==> config.mk <==
export PLATFORM = sky130hd
export DESIGN_NAME = sad_row_engine
export DESIGN_NICKNAME = d
export VERILOG_FILES = /design/src/rtl/sad_pkg.sv /design/src/rtl/sad_lane_absdiff.sv /design/src/rtl/sad_row_reduce.sv /design/src/rtl/sad_issue_ctrl.sv /design/src/rtl/sad_accum.sv /design/src/rtl/sad_row_engine.sv
export SDC_FILE = /design/constraint.sdc
export NUM_CORES = 1
export LEC_CHECK = 0
export ABC_AREA = 1
export BUFFER_PORTS_ARGS = -buffer_cell sky130_fd_sc_hd__buf_2
export CAP_MARGIN = 15
export CORE_MARGIN = 1.5
export CORE_UTILIZATION = 59
export DETAILED_ROUTE_END_ITERATION = 8
export PLACE_DENSITY = 0.88
export SYNTH_ARGS = -nofsm -noshare
export SYNTH_HDL_FRONTEND = slang
export SYNTH_SLANG_ARGS = --single-unit
==> constraint.sdc <==
create_clock -name clk -period 7.9 [get_ports clk]
set_clock_uncertainty 0.05 [all_clocks]
set_input_delay 0.395 -clock clk [delete_from_list [all_inputs] [get_ports clk]]
set_output_delay 0.395 -clock clk [all_outputs]
set_load 0.005 [all_outputs]
==> src/rtl/sad_pkg.sv <==
package sad_pkg;

    localparam int LANES     = 16;
    localparam int PIX_W     = 8;
    localparam int MAX_ROWS  = 16;
    localparam int ROW_SUM_W = PIX_W + $clog2(LANES);
    localparam int ACC_W     = ROW_SUM_W + $clog2(MAX_ROWS);
    localparam int CNT_W     = $clog2(MAX_ROWS + 1);
    localparam int BUS_W     = LANES * PIX_W;

    // Tag travelling with a kept row through the tree register.
    typedef struct packed {
        logic opens;
        logic closes;
    } row_tag_t;

    // Map the requested row count into the legal range 1..MAX_ROWS.
    function automatic logic [CNT_W-1:0] legal_rows(input logic [CNT_W-1:0] req);
        if (req == '0)
            return CNT_W'(1);
        else if (req > CNT_W'(MAX_ROWS))
            return CNT_W'(MAX_ROWS);
        else
            return req;
    endfunction

endpackage

==> src/rtl/sad_lane_absdiff.sv <==
module sad_lane_absdiff #(
    parameter int LANES = sad_pkg::LANES,
    parameter int PIX_W = sad_pkg::PIX_W
) (
    input  logic [LANES*PIX_W-1:0] cur_px,
    input  logic [LANES*PIX_W-1:0] ref_px,
    output logic [LANES*PIX_W-1:0] mag_px
);

    localparam int DW = PIX_W + 1;

    for (genvar i = 0; i < LANES; i++) begin : g_lane
        logic signed [DW-1:0] diff;
        logic        [DW-1:0] pos;

        assign diff = $signed({1'b0, cur_px[i*PIX_W +: PIX_W]})
                    - $signed({1'b0, ref_px[i*PIX_W +: PIX_W]});
        assign pos  = diff[DW-1] ? (~diff + DW'(1)) : diff;
        assign mag_px[i*PIX_W +: PIX_W] = pos[PIX_W-1:0];
    end

endmodule

==> src/rtl/sad_row_reduce.sv <==
module sad_row_reduce
    import sad_pkg::*;
#(
    parameter int LANES = sad_pkg::LANES,
    parameter int PIX_W = sad_pkg::PIX_W,
    parameter int SUM_W = sad_pkg::ROW_SUM_W
) (
    input  logic                   clk,
    input  logic                   rst,
    input  logic                   take,
    input  row_tag_t               take_tag,
    input  logic [LANES*PIX_W-1:0] mag_px,
    output logic                   st_valid,
    output row_tag_t               st_tag,
    output logic [SUM_W-1:0]       st_sum
);

    localparam int LEVELS  = $clog2(LANES);
    localparam int ROW_MAX = LANES * ((1 << PIX_W) - 1);

    for (genvar l = 0; l <= LEVELS; l++) begin : g_lvl
        localparam int N = LANES >> l;
        logic [SUM_W-1:0] s [N];
        if (l == 0) begin : g_leaf
            for (genvar i = 0; i < N; i++) begin : g_i
                assign s[i] = SUM_W'(mag_px[i*PIX_W +: PIX_W]);
            end
        end else begin : g_add
            for (genvar i = 0; i < N; i++) begin : g_i
                assign s[i] = g_lvl[l-1].s[2*i] + g_lvl[l-1].s[2*i+1];
            end
        end
    end

    logic [SUM_W-1:0] row_total;
    assign row_total = g_lvl[LEVELS].s[0];

    always_ff @(posedge clk) begin
        if (rst) begin
            st_valid <= 1'b0;
            st_tag   <= '0;
            st_sum   <= '0;
        end else begin
            st_valid <= take;
            if (take) begin
                st_tag <= take_tag;
                st_sum <= row_total;
            end
        end
    end

    // a registered row total never exceeds sixteen full-scale lanes
    a_r2_row_bound: assert property (@(posedge clk) disable iff (rst)
        st_valid |-> (32'(st_sum) <= ROW_MAX));

endmodule

==> src/rtl/sad_issue_ctrl.sv <==
module sad_issue_ctrl
    import sad_pkg::*;
#(
    parameter int MAX_ROWS = sad_pkg::MAX_ROWS,
    parameter int CNT_W    = sad_pkg::CNT_W
) (
    input  logic             clk,
    input  logic             rst,
    input  logic             in_valid,
    input  logic             in_start,
    input  logic [CNT_W-1:0] in_rows,
    input  logic             res_ack,
    input  logic             st_valid,
    input  row_tag_t         st_tag,
    output logic             in_ready,
    output logic             take,
    output row_tag_t         take_tag
);

    logic             open_blk;
    logic [CNT_W-1:0] row_lim;
    logic [CNT_W-1:0] rows_seen;
    logic             res_pend;
    logic             fire;
    logic             tail_busy;
    logic [CNT_W-1:0] req_rows;
    logic             closes_now;

    assign tail_busy  = st_valid && st_tag.closes;
    assign in_ready   = !(tail_busy || res_pend);
    assign fire       = in_valid && in_ready;
    assign req_rows   = legal_rows(in_rows);
    assign closes_now = in_start ? (req_rows == CNT_W'(1))
                                 : (rows_seen + CNT_W'(1) == row_lim);

    assign take           = fire && (in_start || open_blk);
    assign take_tag.opens  = in_start;
    assign take_tag.closes = closes_now;

    always_ff @(posedge clk) begin
        if (rst) begin
            open_blk  <= 1'b0;
            row_lim   <= CNT_W'(1);
            rows_seen <= '0;
        end else if (fire && in_start) begin
            row_lim   <= req_rows;
            rows_seen <= CNT_W'(1);
            open_blk  <= !closes_now;
        end else if (fire && open_blk) begin
            rows_seen <= rows_seen + CNT_W'(1);
            if (closes_now)
                open_blk <= 1'b0;
        end
    end

    always_ff @(posedge clk) begin
        if (rst)
            res_pend <= 1'b0;
        else if (tail_busy)
            res_pend <= 1'b1;
        else if (res_ack)
            res_pend <= 1'b0;
    end

    // an open block has always seen fewer rows than its legal limit
    a_r5_count_in_range: assert property (@(posedge clk) disable iff (rst)
        open_blk |-> (rows_seen < row_lim) && (row_lim <= CNT_W'(MAX_ROWS)));

    // nothing is accepted while a finished result waits for acknowledge
    a_r7_hold_until_ack: assert property (@(posedge clk) disable iff (rst)
        res_pend |-> !in_ready);

endmodule

==> src/rtl/sad_accum.sv <==
module sad_accum
    import sad_pkg::*;
#(
    parameter int SUM_W = sad_pkg::ROW_SUM_W,
    parameter int ACC_W = sad_pkg::ACC_W
) (
    input  logic             clk,
    input  logic             rst,
    input  logic             st_valid,
    input  row_tag_t         st_tag,
    input  logic [SUM_W-1:0] st_sum,
    output logic [ACC_W-1:0] acc,
    output logic             done
);

    logic [ACC_W-1:0] row_ext;
    assign row_ext = ACC_W'(st_sum);

    always_ff @(posedge clk) begin
        if (rst) begin
            acc  <= '0;
            done <= 1'b0;
        end else begin
            done <= st_valid && st_tag.closes;
            if (st_valid)
                acc <= st_tag.opens ? row_ext : acc + row_ext;
        end
    end

    // adding a row to an open block never makes the total smaller
    a_r4_no_wrap: assert property (@(posedge clk) disable iff (rst)
        (st_valid && !st_tag.opens) |=> (acc >= $past(acc)));

    // completion is a single-cycle pulse
    a_r6_done_pulse: assert property (@(posedge clk) disable iff (rst)
        done |=> !done);

endmodule

==> src/rtl/sad_row_engine.sv <==
module sad_row_engine
    import sad_pkg::*;
#(
    parameter int LANES    = sad_pkg::LANES,
    parameter int PIX_W    = sad_pkg::PIX_W,
    parameter int MAX_ROWS = sad_pkg::MAX_ROWS
) (
    input  logic                                 clk,
    input  logic                                 rst,
    input  logic                                 in_valid,
    output logic                                 in_ready,
    input  logic                                 in_start,
    input  logic [$clog2(MAX_ROWS+1)-1:0]        in_rows,
    input  logic [LANES*PIX_W-1:0]               in_cur,
    input  logic [LANES*PIX_W-1:0]               in_ref,
    input  logic                                 res_ack,
    output logic                                 done,
    output logic [PIX_W+$clog2(LANES)+$clog2(MAX_ROWS)-1:0] sad_total
);

    localparam int CW = $clog2(MAX_ROWS + 1);
    localparam int SW = PIX_W + $clog2(LANES);
    localparam int AW = SW + $clog2(MAX_ROWS);

    logic [LANES*PIX_W-1:0] mag_px;
    logic                   take;
    row_tag_t               take_tag;
    logic                   st_valid;
    row_tag_t               st_tag;
    logic [SW-1:0]          st_sum;

    sad_lane_absdiff #(.LANES(LANES), .PIX_W(PIX_W)) u_absdiff (
        .cur_px (in_cur),
        .ref_px (in_ref),
        .mag_px (mag_px)
    );

    sad_issue_ctrl #(.MAX_ROWS(MAX_ROWS), .CNT_W(CW)) u_ctrl (
        .clk      (clk),
        .rst      (rst),
        .in_valid (in_valid),
        .in_start (in_start),
        .in_rows  (in_rows),
        .res_ack  (res_ack),
        .st_valid (st_valid),
        .st_tag   (st_tag),
        .in_ready (in_ready),
        .take     (take),
        .take_tag (take_tag)
    );

    sad_row_reduce #(.LANES(LANES), .PIX_W(PIX_W), .SUM_W(SW)) u_reduce (
        .clk      (clk),
        .rst      (rst),
        .take     (take),
        .take_tag (take_tag),
        .mag_px   (mag_px),
        .st_valid (st_valid),
        .st_tag   (st_tag),
        .st_sum   (st_sum)
    );

    sad_accum #(.SUM_W(SW), .ACC_W(AW)) u_accum (
        .clk      (clk),
        .rst      (rst),
        .st_valid (st_valid),
        .st_tag   (st_tag),
        .st_sum   (st_sum),
        .acc      (sad_total),
        .done     (done)
    );

endmodule

After elaboration in Yosys (flattened, before gate mapping). Cells that the tools add are included.

Flip-flop bits (word level): 44. Bits of input ports: 266. Output and inout port bits: 18. Logic and storage cells: 121.

Add/sub/neg operators: 49. $lt $le $gt $ge: 1. Equal/unequal tests: 2. Muxes and demuxes: 27. Bitwise logic cells: 16. Reduce and logical (&&, ||, !) cells: 15.

Operators by type and width (count): subtractor 8 x 8 -> 9 bit (16); adder 8 x 2 -> 8 bit, second input constant (16); 2-to-1 mux 8 bit (16); inverter 8 bit (16); adder 12 bit (7); adder 8 x 8 -> 9 bit (8); adder 16 x 12 -> 16 bit (1); 2-to-1 mux 16 bit (1); 2-to-1 mux 5 bit (2); 2-to-1 mux 1 bit (8); nonzero test 2 bit (3); adder 5 x 1 -> 5 bit, second input constant (1); equality test 5 x 1 -> 1 bit, second input constant (1); equality test 5 bit (1); greater-than comparator 5 bit, second input constant (1); logical AND 1 bit (5); zero test 5 bit (1); zero test 1 bit (2); logical OR 1 bit (2); AND reduction 2 bit (1); OR reduction 2 bit (1).

Logic depth before layout (Yosys ltp).
Depth after elaboration: 8. Gate-level depth with buffers: 37. Mapped depth without buffers: 37.

Modules after synthesis. From an unflattened synthesis, not the netlist that was laid out.

Cells, all modules: 2711. Area total of the unflattened synthesis: 16153.0 um2.

By module, submodules not included: sad_lane_absdiff (instances 1, cells each 1916, area each 9867.0 um2, seq. area each 0.0 um2); sad_row_reduce (instances 1, cells each 453, area each 3978.8 um2, seq. area each 300.3 um2); sad_accum (instances 1, cells each 240, area each 1514.0 um2, seq. area each 340.3 um2); sad_issue_ctrl (instances 1, cells each 102, area each 793.3 um2, seq. area each 240.2 um2).

Least setup slack after synthesis. OpenSTA, ideal clock, no wires.

Kind: input port to flip-flop. From: input port in_cur[104]. To: register u_reduce.st_sum[10]. Setup time: 0.109 ns. Arrival: 5.856 ns. Data required time: 7.741 ns. Setup slack: 1.885 ns. Stages on the path: 33. Buffers on the path: 0. Path through: inv_1 ha_1 fa_1 inv_1 nand3_1 nand2_1 nand4_1 nand2_1 inv_1 o21ai_0 ha_1 nand3_1 nand2_1 a21oi_1 o21ai_0 xor2_1 inv_1 fa_1 fa_1 fa_1 inv_1 fa_1 inv_1 ha_1 nand2_1 o21ai_0 nand3_1 nand2_1 nand2_1 nand3_1 nand3_1 nand2_1 inv_1.

Word-level cells in the longest chain between the ends: 8.

RTL lines: from (decl) (line sad_row_engine.sv:14) `input logic [LANES*PIX_W-1:0] in_cur,`; subtractor 8 x 8 -> 9 bit * (line sad_lane_absdiff.sv:17) `- $signed({1'b0, ref_px[i*PIX_W +: PIX_W]});`; inverter 8 bit (line sad_lane_absdiff.sv:18) `assign pos = diff[DW-1] ? (~diff + DW'(1)) : diff;`; adder 8 x 2 -> 8 bit (line sad_lane_absdiff.sv:18); 2-to-1 mux 8 bit * (line sad_lane_absdiff.sv:18); adder 8 x 8 -> 9 bit * (line sad_row_reduce.sv:30) `assign s[i] = g_lvl[l-1].s[2*i] + g_lvl[l-1].s[2*i+1];`; adder 12 bit * (3 in series) (line sad_row_reduce.sv:30); to (signal assigned) (line sad_row_reduce.sv:47) `st_sum <= row_total;`; to (decl) (line sad_row_reduce.sv:15) `output logic [SUM_W-1:0] st_sum`.

Mark *: on every way between the ends. The rest lies on a longest branch, timed or not. A chain may end at the register's enable or synchronous reset.

Worst setup path after layout.
From: input port in_cur[96]. To: register u_reduce.st_sum[9].

The elaborated chain is that of the path after synthesis.

==> results.json <==
{
  "status": "complete, no violations",
  "setup_tns_ns": 0,
  "grt_pass1_vias": 15029,
  "coreArea_sq_mm": 0.02591,
  "crit_arrival_ns": 6.57,
  "post_cts_buffers": 0,
  "start_util": 0.5974,
  "worst_pin_slew_ns": 0.5522,
  "ys_types": 45,
  "grt_pass1_wl_microns": 61790,
  "grt_usage": 0.2667,
  "crit_start": "in_cur[96]",
  "vias_per_cell": 5.209,
  "stdcell_count": 3152,
  "fmax_ghz": 0.1554,
  "slowest_stage": "fa_1",
  "startpoint_type": "input pin",
  "finalNetCount": 3394,
  "fillers": 2325,
  "antenna_found_initial": 0,
  "drt-met1-wl_microns": 16650,
  "path_clk_slew_ns": 0.06,
  "endpoint_kind": "register",
  "syn_nets": 3112,
  "worstHoldPathType": "in2reg",
  "seq_area_frac_synth": 0.05691,
  "reg2reg_from": "u_accum.acc[0]",
  "async_flop_share": 0,
  "drive_gt1_frac": 0.1104,
  "place_hpwl_microns": 31940,
  "syn-instance-count": 2535,
  "die_w_microns": 165.0,
  "crit_fanout": 7,
  "finalSetupViolCount": 0,
  "fin_util": 0.6734,
  "vias": 16419,
  "relSlewSlack": 0.6280,
  "ys.flop_type": "dfxtp_1",
  "drt_iter0_drc": 942,
  "drv_cap": 0,
  "dr_wl_met2_microns": 17550,
  "netlist_area_sq_mm": 0.01548,
  "die-area_sq_mm": 0.02722,
  "portBuffers": 283,
  "yosysTopAreaCell": "ha_1",
  "synth.area.top_cells": "ha_1 (19%), nand2_1 (16%), inv_1 (14%)",
  "place_congestion": 0.9158,
  "drc": 0,
  "cts.repair.resized": 0,
  "highest_layer": "met4",
  "drt_first_pass_iters": 5,
  "dr_wl_met3_microns": 1636,
  "grt_overflow": 0,
  "cts_hold_buf": 0,
  "ant_nets": 0,
  "max_stage_delay_ns": 0.55,
  "grt_max_degree": 23,
  "required_ns": 8.03,
  "synth_top_area_frac": 0.1883,
  "synth.avg_cell_area_sq_um": 6.106,
  "layout_min_cycle_time_ns": 6.433,
  "synth_most_common_cell": "nand2_1",
  "ios": 284,
  "min_period_over_period": 0.8143,
  "slew_violations": 0,
  "clockBufferDepth": 2,
  "ys_warn_count": 0,
  "finalHoldViolations": 0,
  "n_antenna_cell": 0,
  "synth_edf_count": 0,
  "area_delta_synth_final_pct": 12.73,
  "cts_buffers": 5,
  "clock_latency_ns": 0.28,
  "synth_common_cells": "nand2_1 (648), inv_1 (590), ha_1 (233)",
  "yosys_register_bits": 44,
  "routed_wl_microns": 36460,
  "rsz0062_at_grt": "no",
  "cts.htree.levels": 2,
  "dieHeight_microns": 165.0,
  "cts.sinks": 44,
  "clockRootBuffer": "clkbuf_16",
  "dp.cells": 3145,
  "crit_path_frequent_cell": "inv_1",
  "cts_tree": "done",
  "min_from": "res_ack",
  "wl_per_cell_microns": 11.57,
  "num_rows": 59,
  "worstSetupPathType": "in2reg"
}
[kinds of logic (layout without fill, tap and decap cells)]
kind of cell | after synthesis | after routing | share of synthesized area
buffers and inverters | 601 | 883 | 0.1474
flip-flops | 44 | 44 | 0.05691
AO/OA/AOI/OAI | 318 | 318 | 0.1151
adder cells (fa/ha/maj) | 311 | 311 | 0.2892
AND/OR/NAND/NOR | 1133 | 1133 | 0.3190
XOR/XNOR | 128 | 128 | 0.07243
[metal layers]
layer  track usage  vias up
met5             0        -
met4       0.05979        0
met3       0.02486       56
met2        0.4891      401
met1        0.3353     7323
li1              -     8639
[placed cells by master (no fill, tap or decap), types with 8 or more instances in the layout]
master    count
a21oi_1     169
nand4_1      76
o21ai_0      69
nand2_1     648
buf_2       283
o211ai_1      8
ha_1        233
a31oi_1      10
and2_1        8
nor2_1      126
inv_1       590
nor3_1       14
nand3b_1     35
o21a_1       26
xor2_1      101
xnor2_1      27
fa_1         78
dfxtp_1      44
nand3_1     212
[cell type report]
cell class,count,area (sq um),area share
clock buffer,5,125.1,0.007171
clock inverter,2,60.06,0.003442
inverter,593,2231,0.1279
multi-input combinational,1890,12320,0.7059
sequential,44,880.8,0.05048
tap,335,419.2,0.02402
timing repair buffer,283,1416,0.08117
[registers in the layout, summed over array words and instances (netlist names)]
name	count
u_reduce.st_valid	1
u_ctrl.open_blk	1
u_accum.acc	16
u_reduce.st_sum	12
u_accum.done	1
u_ctrl.row_lim	5
u_ctrl.rows_seen	5
u_reduce.st_tag	2
u_ctrl.res_pend	1
[critical path: cells and delay by family]
family / cells / cell delay [ns]
xor gates and xnor gates: 1 / 0.16
AOI/OAI and AO/OA: 6 / 1.22
adders and majority gates: 8 / 3.37
buffers and inverters: 8 / 0.55
and+or+nand+nor: 9 / 0.85
[path summary, 6_finish.rpt]
path | to | slack [ns] | depth (start not counted)
worst max-delay path | u_reduce.st_sum[9] | 1.47 | 32
worst max register to register | u_accum.acc[8] | 5.74 | 11
worst min-delay path | u_ctrl.res_pend | 0.30 | 4
worst min register to register | u_accum.acc[15] | 0.43 | 2
[stage by stage]
| stage | setup slack [ns] | instance area, sq um | hold slack (ns) |
|---|---|---|---|
| final | 1.467 | 17450 | 0.2997 |
| after global routing | 0.9229 | 17450 | 0.3065 |
| after CTS | 1.444 | 17450 | 0.2989 |
| after detailed placement | 1.156 | 17260 | 0.4219 |
| after global placement | 1.328 | 17260 | 0.4012 |
| after floorplan | 1.885 | 15480 | 0.3980 |
Power is left out: the tool's default activity adds up to more than one toggle a clock period on the data nets, which glitch-free logic cannot reach.
